===== config.mk =====
export PLATFORM = sky130hd
export DESIGN_NAME = pirq_router
export DESIGN_NICKNAME = d
export VERILOG_FILES = /design/src/rtl/pirq_route_pkg.sv /design/src/rtl/pirq_route_regs.sv /design/src/rtl/pirq_steer.sv /design/src/rtl/pirq_router.sv
export SDC_FILE = /design/constraint.sdc
export NUM_CORES = 1
export LEC_CHECK = 0
export BUFFER_PORTS_ARGS = -buffer_cell sky130_fd_sc_hd__buf_4
export CAP_MARGIN = 20
export CORE_MARGIN = 4
export CORE_UTILIZATION = 49
export CTS_CLUSTER_DIAMETER = 100
export DETAILED_ROUTE_END_ITERATION = 10
export GPL_TIMING_DRIVEN = 1
export HOLD_SLACK_MARGIN = 0.1
export PLACE_DENSITY = 0.73
export SLEW_MARGIN = 15
export SYNTH_ARGS = -nofsm -noshare
export SYNTH_HDL_FRONTEND = slang
export SYNTH_HIERARCHICAL = 1
export SYNTH_SLANG_ARGS = --single-unit

===== constraint.sdc =====
create_clock -name clk -period 3.9 [get_ports clk]
set_input_delay 0.195 -clock clk [delete_from_list [all_inputs] [get_ports clk]]
set_output_delay 0.195 -clock clk [all_outputs]
set_load 0.1 [all_outputs]

===== src/rtl/pirq_route_pkg.sv =====
package pirq_route_pkg;
    localparam int NUM_REQ = 4;
    localparam int CODE_W  = 4;
    localparam int NUM_IRQ = 1 << CODE_W;
    localparam int ADDR_W  = 8;
    localparam int REG_W   = 8;
    localparam logic [ADDR_W-1:0] ROUTE_BASE = 8'h60;
    localparam logic [REG_W-1:0]  ROUTE_RST  = 8'h80;

    typedef struct packed {
        logic              off;    // 1 = routing disabled
        logic [2:0]        spare;  // stored only
        logic [CODE_W-1:0] code;   // target line
    } route_reg_t;

    function automatic logic code_legal(input logic [CODE_W-1:0] c);
        case (c)
            4'd0, 4'd1, 4'd2, 4'd8, 4'd13: code_legal = 1'b0;
            default:                       code_legal = 1'b1;
        endcase
    endfunction

    function automatic logic [NUM_IRQ-1:0] code_onehot(input logic [CODE_W-1:0] c);
        code_onehot = code_legal(c) ? (NUM_IRQ'(1) << c) : '0;
    endfunction
endpackage


===== src/rtl/pirq_route_regs.sv =====
module pirq_route_regs
    import pirq_route_pkg::*;
#(
    parameter int NUM = NUM_REQ,
    parameter logic [ADDR_W-1:0] BASE = ROUTE_BASE
) (
    input  logic                   clk,
    input  logic                   rst,
    input  logic                   wr_en,
    input  logic [ADDR_W-1:0]      addr,
    input  logic [REG_W-1:0]       wdata,
    output logic [REG_W-1:0]       rdata,
    output route_reg_t [NUM-1:0]   regs
);
    localparam int IDX_W = (NUM > 1) ? $clog2(NUM) : 1;

    logic [ADDR_W-1:0] offs;
    logic              in_range;
    logic [IDX_W-1:0]  idx;

    assign offs     = addr - BASE;
    assign in_range = (offs < ADDR_W'(NUM));
    assign idx      = offs[IDX_W-1:0];

    for (genvar g = 0; g < NUM; g++) begin : g_reg
        always_ff @(posedge clk) begin
            if (rst)
                regs[g] <= route_reg_t'(ROUTE_RST);
            else if (wr_en && in_range && idx == IDX_W'(g))
                regs[g] <= route_reg_t'(wdata);
        end
    end

    always_comb begin
        rdata = '0;
        if (in_range)
            rdata = regs[idx];
    end

    // an in-range write is visible in the addressed register next cycle
    p_write_lands_r1: assert property (@(posedge clk) disable iff (rst)
        (wr_en && in_range) |=> (regs[$past(idx)] == route_reg_t'($past(wdata))));

    // a foreign write leaves all registers untouched
    p_foreign_write_keeps_r8: assert property (@(posedge clk) disable iff (rst)
        (wr_en && !in_range) |=> (regs == $past(regs)));
endmodule


===== src/rtl/pirq_steer.sv =====
module pirq_steer
    import pirq_route_pkg::*;
#(
    parameter int NUM = NUM_REQ
) (
    input  logic                   clk,
    input  logic                   rst,
    input  route_reg_t [NUM-1:0]   regs,
    input  logic [NUM-1:0]         req_n,
    output logic [NUM_IRQ-1:0]     irq
);
    logic [NUM_IRQ-1:0] hit [NUM];

    for (genvar g = 0; g < NUM; g++) begin : g_req
        always_comb begin
            hit[g] = '0;
            if (!req_n[g] && !regs[g].off)
                hit[g] = code_onehot(regs[g].code);
        end

        // a request drives at most one line
        p_one_target_r4: assert property (@(posedge clk) disable iff (rst)
            $onehot0(hit[g]));
        // disabled register drives nothing
        p_off_silent_r3: assert property (@(posedge clk) disable iff (rst)
            regs[g].off |-> (hit[g] == '0));
        // reserved code drives nothing
        p_reserved_silent_r5: assert property (@(posedge clk) disable iff (rst)
            !code_legal(regs[g].code) |-> (hit[g] == '0));
        // an idle request drives nothing
        p_idle_silent_r9: assert property (@(posedge clk) disable iff (rst)
            req_n[g] |-> (hit[g] == '0));
    end

    always_comb begin
        irq = '0;
        for (int i = 0; i < NUM; i++)
            irq = irq | hit[i];
    end
endmodule


===== src/rtl/pirq_router.sv =====
module pirq_router
    import pirq_route_pkg::*;
(
    input  logic               clk,
    input  logic               rst,
    input  logic               reg_wr_en,
    input  logic [ADDR_W-1:0]  reg_addr,
    input  logic [REG_W-1:0]   reg_wdata,
    output logic [REG_W-1:0]   reg_rdata,
    input  logic [NUM_REQ-1:0] pirq_n,
    output logic [NUM_IRQ-1:0] irq
);
    route_reg_t [NUM_REQ-1:0] route;

    pirq_route_regs #(.NUM(NUM_REQ), .BASE(ROUTE_BASE)) u_regs (
        .clk   (clk),
        .rst   (rst),
        .wr_en (reg_wr_en),
        .addr  (reg_addr),
        .wdata (reg_wdata),
        .rdata (reg_rdata),
        .regs  (route)
    );

    pirq_steer #(.NUM(NUM_REQ)) u_steer (
        .clk   (clk),
        .rst   (rst),
        .regs  (route),
        .req_n (pirq_n),
        .irq   (irq)
    );

    // reserved line positions stay low
    p_reserved_lines_low_r5: assert property (@(posedge clk) disable iff (rst)
        !(irq[0] | irq[1] | irq[2] | irq[8] | irq[13]));

    // the first cycle after reset has no line asserted
    p_reset_idle_r2: assert property (@(posedge clk) disable iff (rst)
        $past(rst) |-> (irq == '0));
endmodule


Word level (Yosys, flattened, before mapping) --
Index checks and enable logic that the tools add are counted.
Word-level totals: output and inout bits 24, flip-flop bits (word level) 32, input bits 23
Operators by class: reductions and logical operators 26, bitwise operators 3, shifts and indexed selects 4, equality and inequality tests 19, add/sub/neg operators 1, muxes and demuxes 19, order comparisons 2
Operator list (number):
- 2-to-1 mux 16 bit | 8
- left shift 1 x 4 -> 16 bit (first input constant) | 4
- bitwise OR 16 bit | 3
- equality test 4 bit (second input constant) | 8
- OR reduction 5 bit | 4
- binary-select mux 8 bit (select 2 bit) | 1
- equality test 4 x 1 -> 1 bit (second input constant) | 4
- equality test 4 x 2 -> 1 bit (second input constant) | 4
- logical NOT 4 bit | 4
- 2-to-1 mux 8 bit | 2
- logical AND 1 bit | 9
- logical NOT 1 bit | 8
- less-than comparator 8 x 3 -> 1 bit (second input constant) | 1
- 2-to-1 mux 1 bit | 8
- subtractor 8 x 7 -> 8 bit (second input constant) | 1
- equality test 2 bit (second input constant) | 2
- less-than comparator 2 x 3 -> 1 bit (second input constant) | 1
- equality test 2 x 1 -> 1 bit (second input constant) | 1
- logical NOT 2 bit | 1

Depth between registers and ports, before layout --
depth in word-level cells 9, mapped depth 4, mapped depth without buffers 4

Modules after synthesis --
Netlist, hierarchy kept.
Modules (own cells, without submodules):
- pirq_route_regs | instances 1, sequential area each 640.6 µm², cells each 139, area each 1634.1 µm²
- pirq_steer | instances 1, sequential area each 0.0 µm², cells each 68, area each 500.5 µm²

Worst setup path after synthesis --
Ideal clock, no wire load.
kind input port to output port, start input reg_addr[5], end output reg_rdata[0], slack 1.198 ns, required time 3.705 ns, buffers on the path 0, arrival time 2.507 ns, stages on the path 4, path through ha_1 -> nor3b_2 -> nand3_1 -> nor2b_1
On the way: word-level cells in the longest chain between the ends 3
Ends and longest elaborated chain:
- from (decl) | line pirq_router.sv:7 | input logic [ADDR_W-1:0] reg_addr,
- subtractor 8 x 7 -> 8 bit | line pirq_route_regs.sv:21 | assign offs = addr - BASE;
- less-than comparator 8 x 3 -> 1 bit | line pirq_route_regs.sv:22 | assign in_range = (offs < ADDR_W'(NUM));
- 2-to-1 mux 8 bit | line pirq_route_regs.sv:36 | if (in_range)
- to (decl) | line pirq_router.sv:9 | output logic [REG_W-1:0] reg_rdata,
Every way passes these cells.

Worst setup path in the final report --
start input reg_addr[5], end output reg_rdata[6]
The elaborated chain is that of the path after synthesis.

==> results.md <==
* Status: finished clean
* Sw frac at about a quarter
* Max FFs per register at 32
* Htree depth at 2
* TritonCTS clock tree: done
* Reg power frac at between 40% and 50%
* Worst Slack Setup Final at ~1.8 ns
* Total wire length at 4960 microns
* Critical path's slowest cell: nand3_1
* Register-to-Register Path Depth at 2
* Initial antenna violation count at 0
* Diode count at 0
* Worst Path Arrival at 1.95 ns
* Internal Pwr Total at between 500 and 600 uW
* Commonest non-fill, non-tap cells in the layout: buf_4 (41), nand2b_1 (38), mux2i_1 (32), dfxtp_1 (32), nor2b_1 (16)
* Area Overhead vs Synth at 19.6%
* Top cell type's share of synthesized area at ~30%
* Routed Antenna Nets at 0
* Main combinational cell family by area after synthesis: simple AND/OR/NAND/NOR gates
* Final Setup Violations at 0
* Post-synth EDFFs at 0
* Worst slew margin at between 60% and 70%
* Power share of the combinational group at roughly a tenth
* Least-Margin Pin Slew at 0.542 ns
* CP top delay family: simple AND/OR/NAND/NOR gates
* I/O Pins at 47
* Post-Synth Simple-Gate Area at between 30% and 40%
* Worst vdd ir at 251 uV
* WP depth at 6
* Initial DRC Count at about 130
* Die Ht at 74 microns
* Post-synthesis xor/xnor area fraction at less than 1%
* Hold path depth at 3
* Hpwl dp at 3590 microns
* Design area at 0.00255 sq mm
* Synth Cell Area at between 0.002 and 0.0025 sq mm
* Sink Count at 32
* PwrDens at 280 mW/mm^2
* Leak at roughly 0.0012 uW
* Port buffer count at 41
* Drt wl/cell at about 17 microns
* Initial Util at between 50% and 60%
* Fmax achieved at roughly 0.47 GHz
* Share of post-route cells with drive strength above 1 at between 20% and 30%
* Post-synth cell types at 41
* Post_cts resized at 0
* Top flop regs: u_regs/regs: 32 flops
* Maxcap violations at 0
* CP required at between 3 and 4 ns
* Inserted Clock Buffers at 5
* First-pass GRT wire length at a little under 8000 microns
* Hold path start: reg_wdata[7]
* CP max FO at 8
* Final worst-path cycle share at between 50% and 60%
* Worst Setup Start Kind: primary input
* Synth Area in Adders at 0.586%
* Worst skew pair latency at 0.28 ns
* Ys Warns at 6
* Count of pins over their slew limit at 0
* Vias in the first global route at approximately 1700
* Biggest register: u_regs/regs
* WP buf/inv at 2
* Synth Register Bits at 32
* Horiz. Die Dim at ~74 microns
* Place WS at approximately 1.7 ns
* Avg Vias per Cell at ~6
* Asr flop ratio synth at 0%
* Commonest non-fill, non-tap cell in the layout: buf_4
* Pin count of the biggest net entering global routing at 41
* CP peak stage delay at between 0.4 and 0.5 ns
* Crit-path cells: buf_4 > ha_1 > nor3b_2 > nand3_1 > nor2b_1 > buf_4
* Mapped Cells at 207
* Post-CTS Hold Fix Bufs at 0
* Seq/Total Area, Yosys at 30.0%
* FF-to-FF Start: u_regs/regs[8]
* Gr ovfl total at 0
* Area of the core at about 0.0041 sq mm
* # rows at 23
* DR DRC count at 0
* DRT Pass-1 Iters at 4
* Clock slew at reported path FFs at 0.07 ns
* Clock share of power at 43.6%
* Vias at 1788
* GRT Total Usage at 18.6%
* Final Hold Fails at 0
* CTS root buffer: clkbuf_8
* Primary FF master, synth: dfxtp_1
* Clock skew at 0 ns
* CP most frequent cell: buf_4
* Area leader, netlist: dfxtp_1
* Net count reported at finish at 272
* Crit Path Class: primary input to output pin
* CP startpoint: reg_addr[5]
* Crit. End Element: output pin
* Max clock buf depth at 2
* Post-layout min period at approximately 2.1 ns
* Top post-synthesis cells by area: dfxtp_1 (30%), mux2i_1 (15%), nand2b_1 (11%)
* Post-Syn Area per Cell at 10.3 sq um
* Compound-Gate Fraction of Synth Area at roughly 8.8%
* Gpl congestion at between 0.9 and 1
* Cell Area, Placed at between 0.002 and 0.0025 sq mm
* Post-CTS setup buffer count at 0
* Psw at approximately 170 uW
* Mux cell area share after synthesis at approximately 25%
* Hold WC Path Type: primary input to flip-flop
* Unrepaired setup endpoints after global routing: no
* Die area at 0.00548 sq mm
* Sum Neg Setup Slack at 0 ns
through the flow:
| step | cells | utilization (%) | total power (uW) | hold WS (ns) |
|---|---|---|---|---|
| final | 299 | 62.1 | 716 | 0.222 |
| after global routing | 299 | 62.1 | 740 | 0.230 |
| after CTS | 299 | 62.1 | 722 | 0.205 |
| after detailed placement | 291 | 59.3 | 412 | 0.466 |
| after global placement | 291 | 59.3 | 411 | 0.459 |
| after floorplan | 211 | - | 392 | 0.386 |
metal layers:
metal | GRT usage [%] | share of wire (%) | wire length, microns
met1 | 24.8 | 43 | 2120
met2 | 30.1 | 48 | 2360
met3 | 3.78 | 7.8 | 389
met4 | 6.64 | 1.8 | 87
met5 | 0 | 0 | 0
cell type report:
| cell class | count | area, sq um |
|---|---|---|
| well taps | 50 | 62.6 |
| clock inverters | 3 | 42.5 |
| multi-input cells | 166 | 1420 |
| inverters | 2 | 7.51 |
| fillers | 356 | 1560 |
| clock buffers | 5 | 68.8 |
| flip-flops and latches | 32 | 641 |
| repair buffers | 41 | 308 |
final timing paths:
path	end	slack [ns]
setup / recovery	reg_rdata[6]	1.76
hold / removal	u_regs/regs[31]	0.22
setup reg to reg	u_regs/regs[8]	3.13
hold reg to reg	u_regs/regs[12]	0.47
worst register-to-register path: cells and delay by family (launching register included):
kind | cells | cell delay (ns)
flops | 1 | 0.49
mux | 1 | 0.12
simple gates | 1 | 0.09
power groups by stage:
stage               Sequential, uW  Combinational, uW  Clock (uW)
global placement               335               75.9           0
global route                   328               81.5         331
CTS                            328               76.4         318
detailed placement             335               76.5           0
floorplan                      335               57.5           0
finish                         328               76.0         312
cell usage after synthesis (3+ instances only):
master,number
mux4_1,8
nand2_1,6
nand4_2,4
a22oi_1,3
buf_4,5
nand2b_1,38
nor4b_1,4
nand4bb_1,3
nor2b_1,16
mux2i_1,32
clkbuf_1,4
dfxtp_1,32
nor2_1,9
o22ai_1,4
cells by family after synthesis:
kind of cell               count (synthesis)
and+or+nand+nor                           97
DFF                                       32
AOI/OAI and AO/OA                         22
adders and majority gates                  1
muxes                                     40
buffers and inverters                     13
other                                      1
xor gates and xnor gates                   1
Power figures use the tool's default switching activity.
